## config.mk

```make
export PLATFORM = sky130hd
export DESIGN_NAME = seg_xlate_unit
export DESIGN_NICKNAME = d
export VERILOG_FILES = /design/src/rtl/seg_xlate_pkg.sv /design/src/rtl/seg_entry_check.sv /design/src/rtl/seg_ctrl_fsm.sv /design/src/rtl/seg_xlate_unit.sv
export SDC_FILE = /design/constraint.sdc
export NUM_CORES = 1
export LEC_CHECK = 0
export ABC_AREA = 1
export BUFFER_PORTS_ARGS = -buffer_cell sky130_fd_sc_hd__buf_2
export CORE_UTILIZATION = 45
export DETAILED_ROUTE_END_ITERATION = 8
export PLACE_DENSITY_LB_ADDON = 0.05
export SYNTH_ARGS = -nofsm -noshare
export SYNTH_HDL_FRONTEND = slang
export SYNTH_SLANG_ARGS = --single-unit
```

## constraint.sdc

```tcl
create_clock -name clk -period 1.8 [get_ports clk]
set_input_delay 0.18 -clock clk [delete_from_list [all_inputs] [get_ports clk]]
set_output_delay 0.18 -clock clk [all_outputs]
set_load 0.005 [all_outputs]
```

## src/rtl/seg_xlate_pkg.sv

```systemverilog
package seg_xlate_pkg;

  typedef enum logic [1:0] {
    ACC_READ  = 2'd0,
    ACC_WRITE = 2'd1,
    ACC_EXEC  = 2'd2,
    ACC_RSVD  = 2'd3
  } acc_kind_e;

  typedef enum logic [2:0] {
    FLT_NONE    = 3'd0,
    FLT_LENGTH  = 3'd1,
    FLT_INVALID = 3'd2,
    FLT_LIMIT   = 3'd3,
    FLT_PERM    = 3'd4
  } fault_e;

  typedef enum logic [2:0] {
    ST_IDLE       = 3'd0,
    ST_FETCH_REQ  = 3'd1,
    ST_FETCH_WAIT = 3'd2,
    ST_CHECK      = 3'd3,
    ST_RESPOND    = 3'd4
  } xl_state_e;

endpackage

```

## src/rtl/seg_entry_check.sv

```systemverilog
module seg_entry_check
  import seg_xlate_pkg::*;
#(
  parameter int OFF_W = 12,
  parameter int PA_W  = 20,
  localparam int LIM_W  = OFF_W + 1,
  localparam int LIM_LO = PA_W,
  localparam int VLD_B  = PA_W + LIM_W,
  localparam int PRM_LO = VLD_B + 1,
  localparam int DESC_W = PRM_LO + 3
) (
  input  logic [DESC_W-1:0] desc_i,
  input  logic [OFF_W-1:0]  off_i,
  input  logic [1:0]        acc_i,
  output fault_e            fault_o,
  output logic [PA_W-1:0]   paddr_o
);

  logic [PA_W-1:0]  seg_base;
  logic [LIM_W-1:0] seg_limit;
  logic             seg_valid;
  logic [2:0]       perm_rwx;
  logic             in_range;
  logic             granted;

  assign seg_base  = desc_i[PA_W-1:0];
  assign seg_limit = desc_i[LIM_LO +: LIM_W];
  assign seg_valid = desc_i[VLD_B];
  assign perm_rwx  = desc_i[PRM_LO +: 3];

  assign in_range = {1'b0, off_i} < seg_limit;

  always_comb begin
    case (acc_i)
      ACC_READ:  granted = perm_rwx[0];
      ACC_WRITE: granted = perm_rwx[1];
      ACC_EXEC:  granted = perm_rwx[2];
      default:   granted = 1'b0;
    endcase
  end

  always_comb begin
    if (!seg_valid)     fault_o = FLT_INVALID;
    else if (!in_range) fault_o = FLT_LIMIT;
    else if (!granted)  fault_o = FLT_PERM;
    else                fault_o = FLT_NONE;
  end

  assign paddr_o = seg_base + PA_W'(off_i);

endmodule

```

## src/rtl/seg_ctrl_fsm.sv

```systemverilog
module seg_ctrl_fsm
  import seg_xlate_pkg::*;
(
  input  logic      clk,
  input  logic      rst_n,
  input  logic      req_fire_i,
  input  logic      len_ok_i,
  input  logic      rd_fire_i,
  input  logic      word_in_i,
  input  logic      rsp_fire_i,
  output xl_state_e state_o
);

  xl_state_e state_q, state_d;

  always_comb begin
    state_d = state_q;
    case (state_q)
      ST_IDLE:       if (req_fire_i) state_d = len_ok_i ? ST_FETCH_REQ : ST_RESPOND;
      ST_FETCH_REQ:  if (rd_fire_i)  state_d = ST_FETCH_WAIT;
      ST_FETCH_WAIT: if (word_in_i)  state_d = ST_CHECK;
      ST_CHECK:      state_d = ST_RESPOND;
      ST_RESPOND:    if (rsp_fire_i) state_d = ST_IDLE;
      default:       state_d = ST_IDLE;
    endcase
  end

  always_ff @(posedge clk) begin
    if (!rst_n) state_q <= ST_IDLE;
    else        state_q <= state_d;
  end

  assign state_o = state_q;


  length_skip_chk: assert property (@(posedge clk) disable iff (!rst_n)
    (state_q == ST_IDLE && req_fire_i && !len_ok_i) |=> state_q == ST_RESPOND);


  check_to_respond_chk: assert property (@(posedge clk) disable iff (!rst_n)
    (state_q == ST_FETCH_WAIT && word_in_i) |=> ##1 state_q == ST_RESPOND);

endmodule

```

## src/rtl/seg_xlate_unit.sv

```systemverilog
module seg_xlate_unit
  import seg_xlate_pkg::*;
#(
  parameter int SEG_W = 4,
  parameter int OFF_W = 12,
  parameter int PA_W  = 20,
  localparam int DESC_W = PA_W + OFF_W + 5
) (
  input  logic              clk,
  input  logic              rst_n,
  input  logic [PA_W-1:0]   table_base_i,
  input  logic [SEG_W:0]    table_len_i,
  input  logic              req_valid_i,
  output logic              req_ready_o,
  input  logic [SEG_W-1:0]  req_seg_i,
  input  logic [OFF_W-1:0]  req_off_i,
  input  logic [1:0]        req_acc_i,
  output logic              mem_rd_valid_o,
  input  logic              mem_rd_ready_i,
  output logic [PA_W-1:0]   mem_rd_addr_o,
  input  logic              mem_rsp_valid_i,
  input  logic [DESC_W-1:0] mem_rsp_data_i,
  output logic              rsp_valid_o,
  input  logic              rsp_ready_i,
  output logic [PA_W-1:0]   rsp_paddr_o,
  output logic [2:0]        rsp_fault_o
);

  xl_state_e         state;
  logic              req_fire, rd_fire, word_in, rsp_fire, len_ok;
  logic [OFF_W-1:0]  off_q;
  logic [1:0]        acc_q;
  logic [PA_W-1:0]   rd_addr_q;
  logic [DESC_W-1:0] desc_q;
  fault_e            fault_q, chk_fault;
  logic [PA_W-1:0]   paddr_q, chk_paddr;

  assign req_ready_o    = (state == ST_IDLE);
  assign mem_rd_valid_o = (state == ST_FETCH_REQ);
  assign rsp_valid_o    = (state == ST_RESPOND);

  assign req_fire = req_valid_i && req_ready_o;
  assign rd_fire  = mem_rd_valid_o && mem_rd_ready_i;
  assign word_in  = (state == ST_FETCH_WAIT) && mem_rsp_valid_i;
  assign rsp_fire = rsp_valid_o && rsp_ready_i;
  assign len_ok   = {1'b0, req_seg_i} < table_len_i;

  seg_ctrl_fsm u_fsm (
    .clk        (clk),
    .rst_n      (rst_n),
    .req_fire_i (req_fire),
    .len_ok_i   (len_ok),
    .rd_fire_i  (rd_fire),
    .word_in_i  (word_in),
    .rsp_fire_i (rsp_fire),
    .state_o    (state)
  );

  seg_entry_check #(.OFF_W(OFF_W), .PA_W(PA_W)) u_check (
    .desc_i  (desc_q),
    .off_i   (off_q),
    .acc_i   (acc_q),
    .fault_o (chk_fault),
    .paddr_o (chk_paddr)
  );

  always_ff @(posedge clk) begin
    if (!rst_n) begin
      off_q     <= '0;
      acc_q     <= '0;
      rd_addr_q <= '0;
      desc_q    <= '0;
      fault_q   <= FLT_NONE;
      paddr_q   <= '0;
    end else begin
      if (req_fire) begin
        off_q     <= req_off_i;
        acc_q     <= req_acc_i;
        rd_addr_q <= table_base_i + PA_W'(req_seg_i);
        paddr_q   <= '0;
        fault_q   <= len_ok ? FLT_NONE : FLT_LENGTH;
      end
      if (word_in) desc_q <= mem_rsp_data_i;
      if (state == ST_CHECK) begin
        fault_q <= chk_fault;
        paddr_q <= (chk_fault == FLT_NONE) ? chk_paddr : '0;
      end
    end
  end

  assign mem_rd_addr_o = rd_addr_q;
  assign rsp_paddr_o   = paddr_q;
  assign rsp_fault_o   = fault_q;


  single_flight_chk: assert property (@(posedge clk) disable iff (!rst_n)
    req_fire |=> !req_ready_o);


  no_read_on_length_chk: assert property (@(posedge clk) disable iff (!rst_n)
    (req_fire && !len_ok) |=> (!mem_rd_valid_o && rsp_valid_o && rsp_fault_o == FLT_LENGTH));


  read_hold_chk: assert property (@(posedge clk) disable iff (!rst_n)
    (mem_rd_valid_o && !mem_rd_ready_i) |=> (mem_rd_valid_o && $stable(mem_rd_addr_o)));


  fault_zero_addr_chk: assert property (@(posedge clk) disable iff (!rst_n)
    (rsp_valid_o && rsp_fault_o != FLT_NONE) |-> rsp_paddr_o == '0);


  rsp_hold_chk: assert property (@(posedge clk) disable iff (!rst_n)
    (rsp_valid_o && !rsp_ready_i) |=> (rsp_valid_o && $stable(rsp_paddr_o) && $stable(rsp_fault_o)));

endmodule

```

==> flow_summary.yaml, run 1 <==
die:
  rows: 39
  die_x_um: 111.8
  die-area_um2: 12500
  start_util_pct: 46.92
  core_area_um2: 11560
  die_h_um: 111.8
  ioPinCount: 132
power:
  powerDensity_nw_per_um2: 1042
  ir_worst_vdd_mv: 0.6744
  leakage_nw: 3.546
timing:
  relSlewSlack_pct: 61.21
  setup_viol: 3
  fin_skew_ps: 8.630
  worst_slew_pin_slew_ps: 579.3
  fmax_mhz: 553.3
  drv_slew: 0
  fin_ws_ps: -7.363
  fin_crit_ps: 1807
  grt_setup_unrepaired: "true"
  hold_viol: 0
  final.period_utilization_pct: 100.4
  timing.hold.ws_ps: 73.40
cts:
  clk_pin_slew_ps: 70
  clk_latency_ps: 350
  numCtsBuffers: 9
  cts_sinks: 97
  cts-htree-levels: 3
  cts_tree: "yes"
  clk_path_buf_depth: 2
  clk_root_buffer_cell: "clkbuf_16"
placed_design:
  place_area_um2: 6505
  place.gp.congestion: 0.8784
  port_buffers: 131
  placed_cells: 1091
  post-place-ws_ps: -140.0
  hpwl_mm: 11.58
worst_setup_path:
  crit_arrival_ps: 2090
  worst_setup_path_start_kind: "register"
  crit_type: "register to register"
  path_delay_family: "simple AND/OR/NAND/NOR gates"
  path_max_fanout: 3
  rrSetupSlack_ps: -7
  crit_slowest_cell: "fa_2"
  required_ps: 2090
  worstSetupEndpointType: "register"
  cp.depth: 12
  cpPeakStageDelay_ps: 370
  worstRegToRegCells: 12
  crit_top_cell: "nand2_2"
  crit_buf_inv: 0
  path_cells: "ha_4 > fa_2 > nand2_2 > nand2_2 > and2_4 > nand2_2 > nand2_2 > nand2_2 > nand2_1 > nand2_2 > nand3_4 > a21oi_2"
global_route:
  antenna_found_initial: 0
  grt_use_met1_pct: 36.64
  grt_pass1_wl_mm: 25.85
  top_usage_layer: "met2"
  grtUsageMet2_pct: 41.08
  grt-ovfl-total: 0
  grt_max_degree: 62
  grt_pass1_vias: 5393
  use_met3_pct: 3.375
  grt_usage_pct: 25.98
logic_synthesis:
  yosysSeqAreaShare_pct: 35.79
  syn-cell-area_um2: 5426
  yosys.cell_types.count: 33
  ys_ff_latch: 97
  ys_warn_count: 0
  syn_inst: 803
  synth_nets: 921
  syn_avg_cell_area_um2: 6.758
worst_hold_path:
  min_path_type: "input port to register"
  whs_path_depth: 3
layout:
  antennaDiodeCount: 0
  fin_nets: 1094
  post-route-util_pct: 64.38
  fin_area_um2: 7446
  area_growth_pct: 37.21
  fin_cells: 1124
  drive_gt1_share_pct: 33.44
  nFillCells: 1078
routing:
  initialDrtViolationCount: 377
  vias: 5672
  routed_wirelength_mm: 15.91
  first_pass_iters: 9
  drc: 8
  viasPerCell: 5.046
  ant_nets: 0
  routedWlPerCell_um: 14.15
outcome:
  violations: "design-rule violations, negative setup slack"
  outcome: "finished with violations"
run:
  maxCapViolCount: 0
==> cell families after synthesis <==
group                    synth area share, %
AND/OR/NAND/NOR                        26.49
flip-flops                             35.79
AO/OA/AOI/OAI                          16.97
XOR/XNOR                               2.260
adder cells (fa/ha/maj)                7.655
buffers and inverters                  10.84
==> worst paths after layout <==
kind | end | start
worst max register to register | rsp_paddr_o[12] | desc_q[0]
worst max-delay path | rsp_paddr_o[12] | desc_q[0]
worst min-delay path | off_q[2] | req_off_i[2]
worst min register to register | desc_q[3] | desc_q[3]
==> metal layers <==
layer	vias to the layer above	share of wire [%]
met5	-	0
met4	0	1.7
met3	17	4.8
met2	152	45
met1	2558	48
li1	2945	-
==> layout make-up <==
class                      count  area (µm²)  area share, %
clock buffer                  11       242.7          3.260
clock inverter                 5       31.28         0.4201
inverter                     123       464.2          6.234
multi-input combinational    555        3396          45.61
sequential                    97        1964          26.38
tap                          143       178.9          2.403
timing repair buffer         190        1169          15.69
==> where the power goes <==
part / leakage [nW] / switching (mW) / internal (mW)
Clock: 0.135 / 0.822 / 0.970
Sequential: 0.798 / 0.295 / 2.58
Combinational: 2.61 / 1.75 / 1.35
Total: 3.55 / 2.86 / 4.90
==> cell usage in the layout, fill, tap and decap left out, types with 2 or more instances in the layout <==
master	count
nand4_1	11
o21a_1	9
clkinv_2	3
buf_12	5
nor3_1	9
nand3_2	8
nor2_4	2
nand2_2	24
o21ai_0	56
o21bai_1	5
or2_2	5
a21oi_2	21
nand3_1	40
xor2_1	10
dfxtp_1	81
buf_4	52
buf_2	131
inv_1	112
o211ai_1	6
nand2_1	176
dfxtp_2	15
nor2_2	8
nand3_4	9
xnor2_1	3
inv_2	9
clkbuf_16	9
nand3b_1	5
nand2_4	3
buf_6	2
ha_1	17
a21oi_1	68
a31oi_1	2
nor2_1	32
o21ai_1	2
ha_4	12
==> per-stage QoR <==
step           total power, mW  setup TNS [ps]
5_1_grt                  8.274           -2234
3_5_place_dp             5.458           -1846
4_1_cts                  7.476           -1608
3_3_place_gp             5.393          -676.6
2_1_floorplan            4.373               0
6_report                 7.759          -14.45
==> repair_timing <==
item,in CTS,in global routing
setup buffers,8,8
endpoints found under the setup margin,20,21
pin swaps,17,34
gates resized for setup,58,77
cloned,2,1
hold buffers,0,0
==> registers in the layout, summed over array words and instances, names as in the netlist <==
register / count
rsp_fault_o: 3
rsp_paddr_o: 20
off_q: 12
acc_q: 2
desc_q: 37
mem_rd_addr_o: 20
u_fsm.state_o: 3
==> synth_stat cells <==
library cell  number  area, µm²
nand2_1          202      758.2
inv_1            119      446.7
dfxtp_1           97       1942
a21oi_1           89      445.4
o21ai_0           58      290.3
nand3_1           56      280.3
nor2_1            39      146.4
ha_1              30      375.4
clkbuf_1          19      71.32
nand4_1           11      68.82
xor2_1            11      96.34
nor3_1            10      50.05
o21a_1             9      67.56
o211ai_1           6      45.04
buf_2              5      25.02
nand3b_1           5      37.54
o21bai_1           5      37.54
or2_2              5      31.28
buf_4              4      30.03
inv_2              3      11.26
nor2_2             3      18.77
xnor2_1            3      26.28
a31oi_1            2      12.51
and2_1             2      12.51
fa_1               2      40.04
a211oi_1           1      7.510
a311oi_1           1      8.760
clkinv_1           1      3.750
nand2_4            1      11.26
nand3_2            1      10.01
nor4_1             1      6.260
o22ai_1            1      6.260
or2_0              1      6.260
==> tightest hold or removal path, stage by stage <==
cell,delay [ps]
buf_2,100
nand2_1,50
a21oi_1,50
No activity file was read; power rests on OpenSTA's default activity.
==> run 2, diff against run 1 <==
CORE_ASPECT_RATIO = 1.5   (was unset)
GPL_ROUTABILITY_DRIVEN = 0   (was unset)
==> flow_summary.yaml, run 2 (synthesized netlist as in run 1, its figures left out) <==
outcome:
  outcome: "finished with violations"
  violations: "negative setup slack"
cts:
  cts_tree: "yes"
  clk_path_buf_depth: 2
  cts_sinks: 97
  ctsHoldBuffers: 0
  clk_latency_ps: 340
  clk_root_buffer_cell: "clkbuf_16"
  numCtsBuffers: 9
  cts-htree-levels: 3
  clk_pin_slew_ps: 70
layout:
  multiInputGateArea_um2: 3103
  post-route-util_pct: 60.16
  final_cell_mix: "nand2_1 (193), buf_2 (131), inv_1 (110)"
  area_growth_pct: 29.17
  fin_nets: 1074
  antennaDiodeCount: 0
  largest_register_ffs: 37
  fin_cells: 1109
  layout_commonest_cell: "nand2_1"
  drive_gt1_share_pct: 26.17
  fin_area_um2: 7009
  regMostFlops: "desc_q"
  nFillCells: 1146
  regArea_um2: 1959
die:
  core_area_um2: 11650
  rows: 48
  ioPinCount: 132
  start_util_pct: 46.57
  die_h_um: 136.5
  die-area_um2: 12510
  die_x_um: 91.66
placed_design:
  placed_cells: 1091
  place_area_um2: 6461
  port_buffers: 131
  hpwl_mm: 11.62
global_route:
  grt_max_degree: 75
  grt_usage_pct: 24.85
  antenna_found_initial: 0
  grt_pass1_vias: 5555
  grt-ovfl-total: 0
  grt_pass1_wl_mm: 24.57
routing:
  drc: 0
  routed_wirelength_mm: 15.60
  ant_nets: 0
  initialDrtViolationCount: 212
  vias: 5673
  viasPerCell: 5.115
  first_pass_iters: 4
  routedWlPerCell_um: 14.07
timing:
  fin_ws_ps: -55.51
  final.period_utilization_pct: 103.1
  setup_viol: 10
  drv_slew: 0
  fin_setup_tns_ps: -261.6
  worst_slew_pin_slew_ps: 451.8
  hold_viol: 0
  fin_skew_ps: 7.835
  fmax_mhz: 538.9
  relSlewSlack_pct: 69.75
  fin_crit_ps: 1856
  grt_setup_unrepaired: "true"
worst_setup_path:
  worst_setup_path_start_kind: "register"
  crit_arrival_ps: 2130
  crit_type: "register to register"
  worstSetupEndpointType: "register"
  path_max_fanout: 5
  required_ps: 2070
power:
  leakage_nw: 3.412
  total_power_mw: 7.301
  powerDensity_nw_per_um2: 1042
  ir_worst_vdd_mv: 0.5337
run:
  maxCapViolCount: 0
worst_hold_path:
  min_path_type: "input port to register"
run 2: cell count changes in the layout (fill, tap and decap cells not counted), sizes merged:
| cell | change |
|---|---|
| clkinvlp | +3 |
| buf | -22 |
| clkinv | -3 |
run 2: path summary, 6_finish.rpt:
check | to | cells past startpoint | startpoint | slack, ps
worst min register to register | desc_q[3] | 2 | desc_q[3] | 450
worst max-delay path | rsp_paddr_o[11] | 11 | off_q[1] | -60
worst min-delay path | off_q[1] | 3 | req_off_i[1] | 70
worst max register to register | rsp_paddr_o[11] | 11 | off_q[1] | -60
run 2: cell type report:
class,instances,share of cell area (%)
well taps,150,2.678
repair buffers,170,14.80
clock inverters,5,0.4998
inverters,123,6.587
multi-input cells,555,44.27
clock buffers,9,3.213
flip-flops and latches,97,27.95
run 2: what timing repair did:
item	CTS	global route
gates resized for setup	8	50
pin swaps	1	16
setup buffers	1	0
setup endpoints to repair	20	20
gates cloned	0	3
run 2: where the power goes:
part	leakage, nW	internal, mW	switching (mW)
combinational	2.50	1.15	1.53
clock	0.115	0.919	0.835
sequential	0.796	2.57	0.292
total	3.41	4.64	2.66
run 2: through the flow:
stage	hold slack [ps]	worst slack [ps]
floorplan	323.8	115.1
global placement	438.4	-24.09
detailed placement	436.3	-92.86
CTS	67.40	2.517
global route	90.68	-156.7
finish	70.40	-55.51
run 2: routing by layer:
layer / vias up / global-route usage, % / part of all wire (%)
met1: 2564 / 24.49 / 38
met5: - / 0 / 0
met3: 47 / 3.667 / 4.4
li1: 2904 / - / -
met2: 158 / 49.16 / 54
met4: 0 / 13.32 / 4.3
run 2: worst max-delay path: stages (launching register included):
cell and delay (ps):
dfxtp_2 360, ha_1 310, nand2_1 60, nor2_1 40, nand2_1 70, nand3_2 90, nand2_2 100, nand3_2 90
nor2_4 250, clkbuf_16 210, nand3_2 60, a21oi_1 150
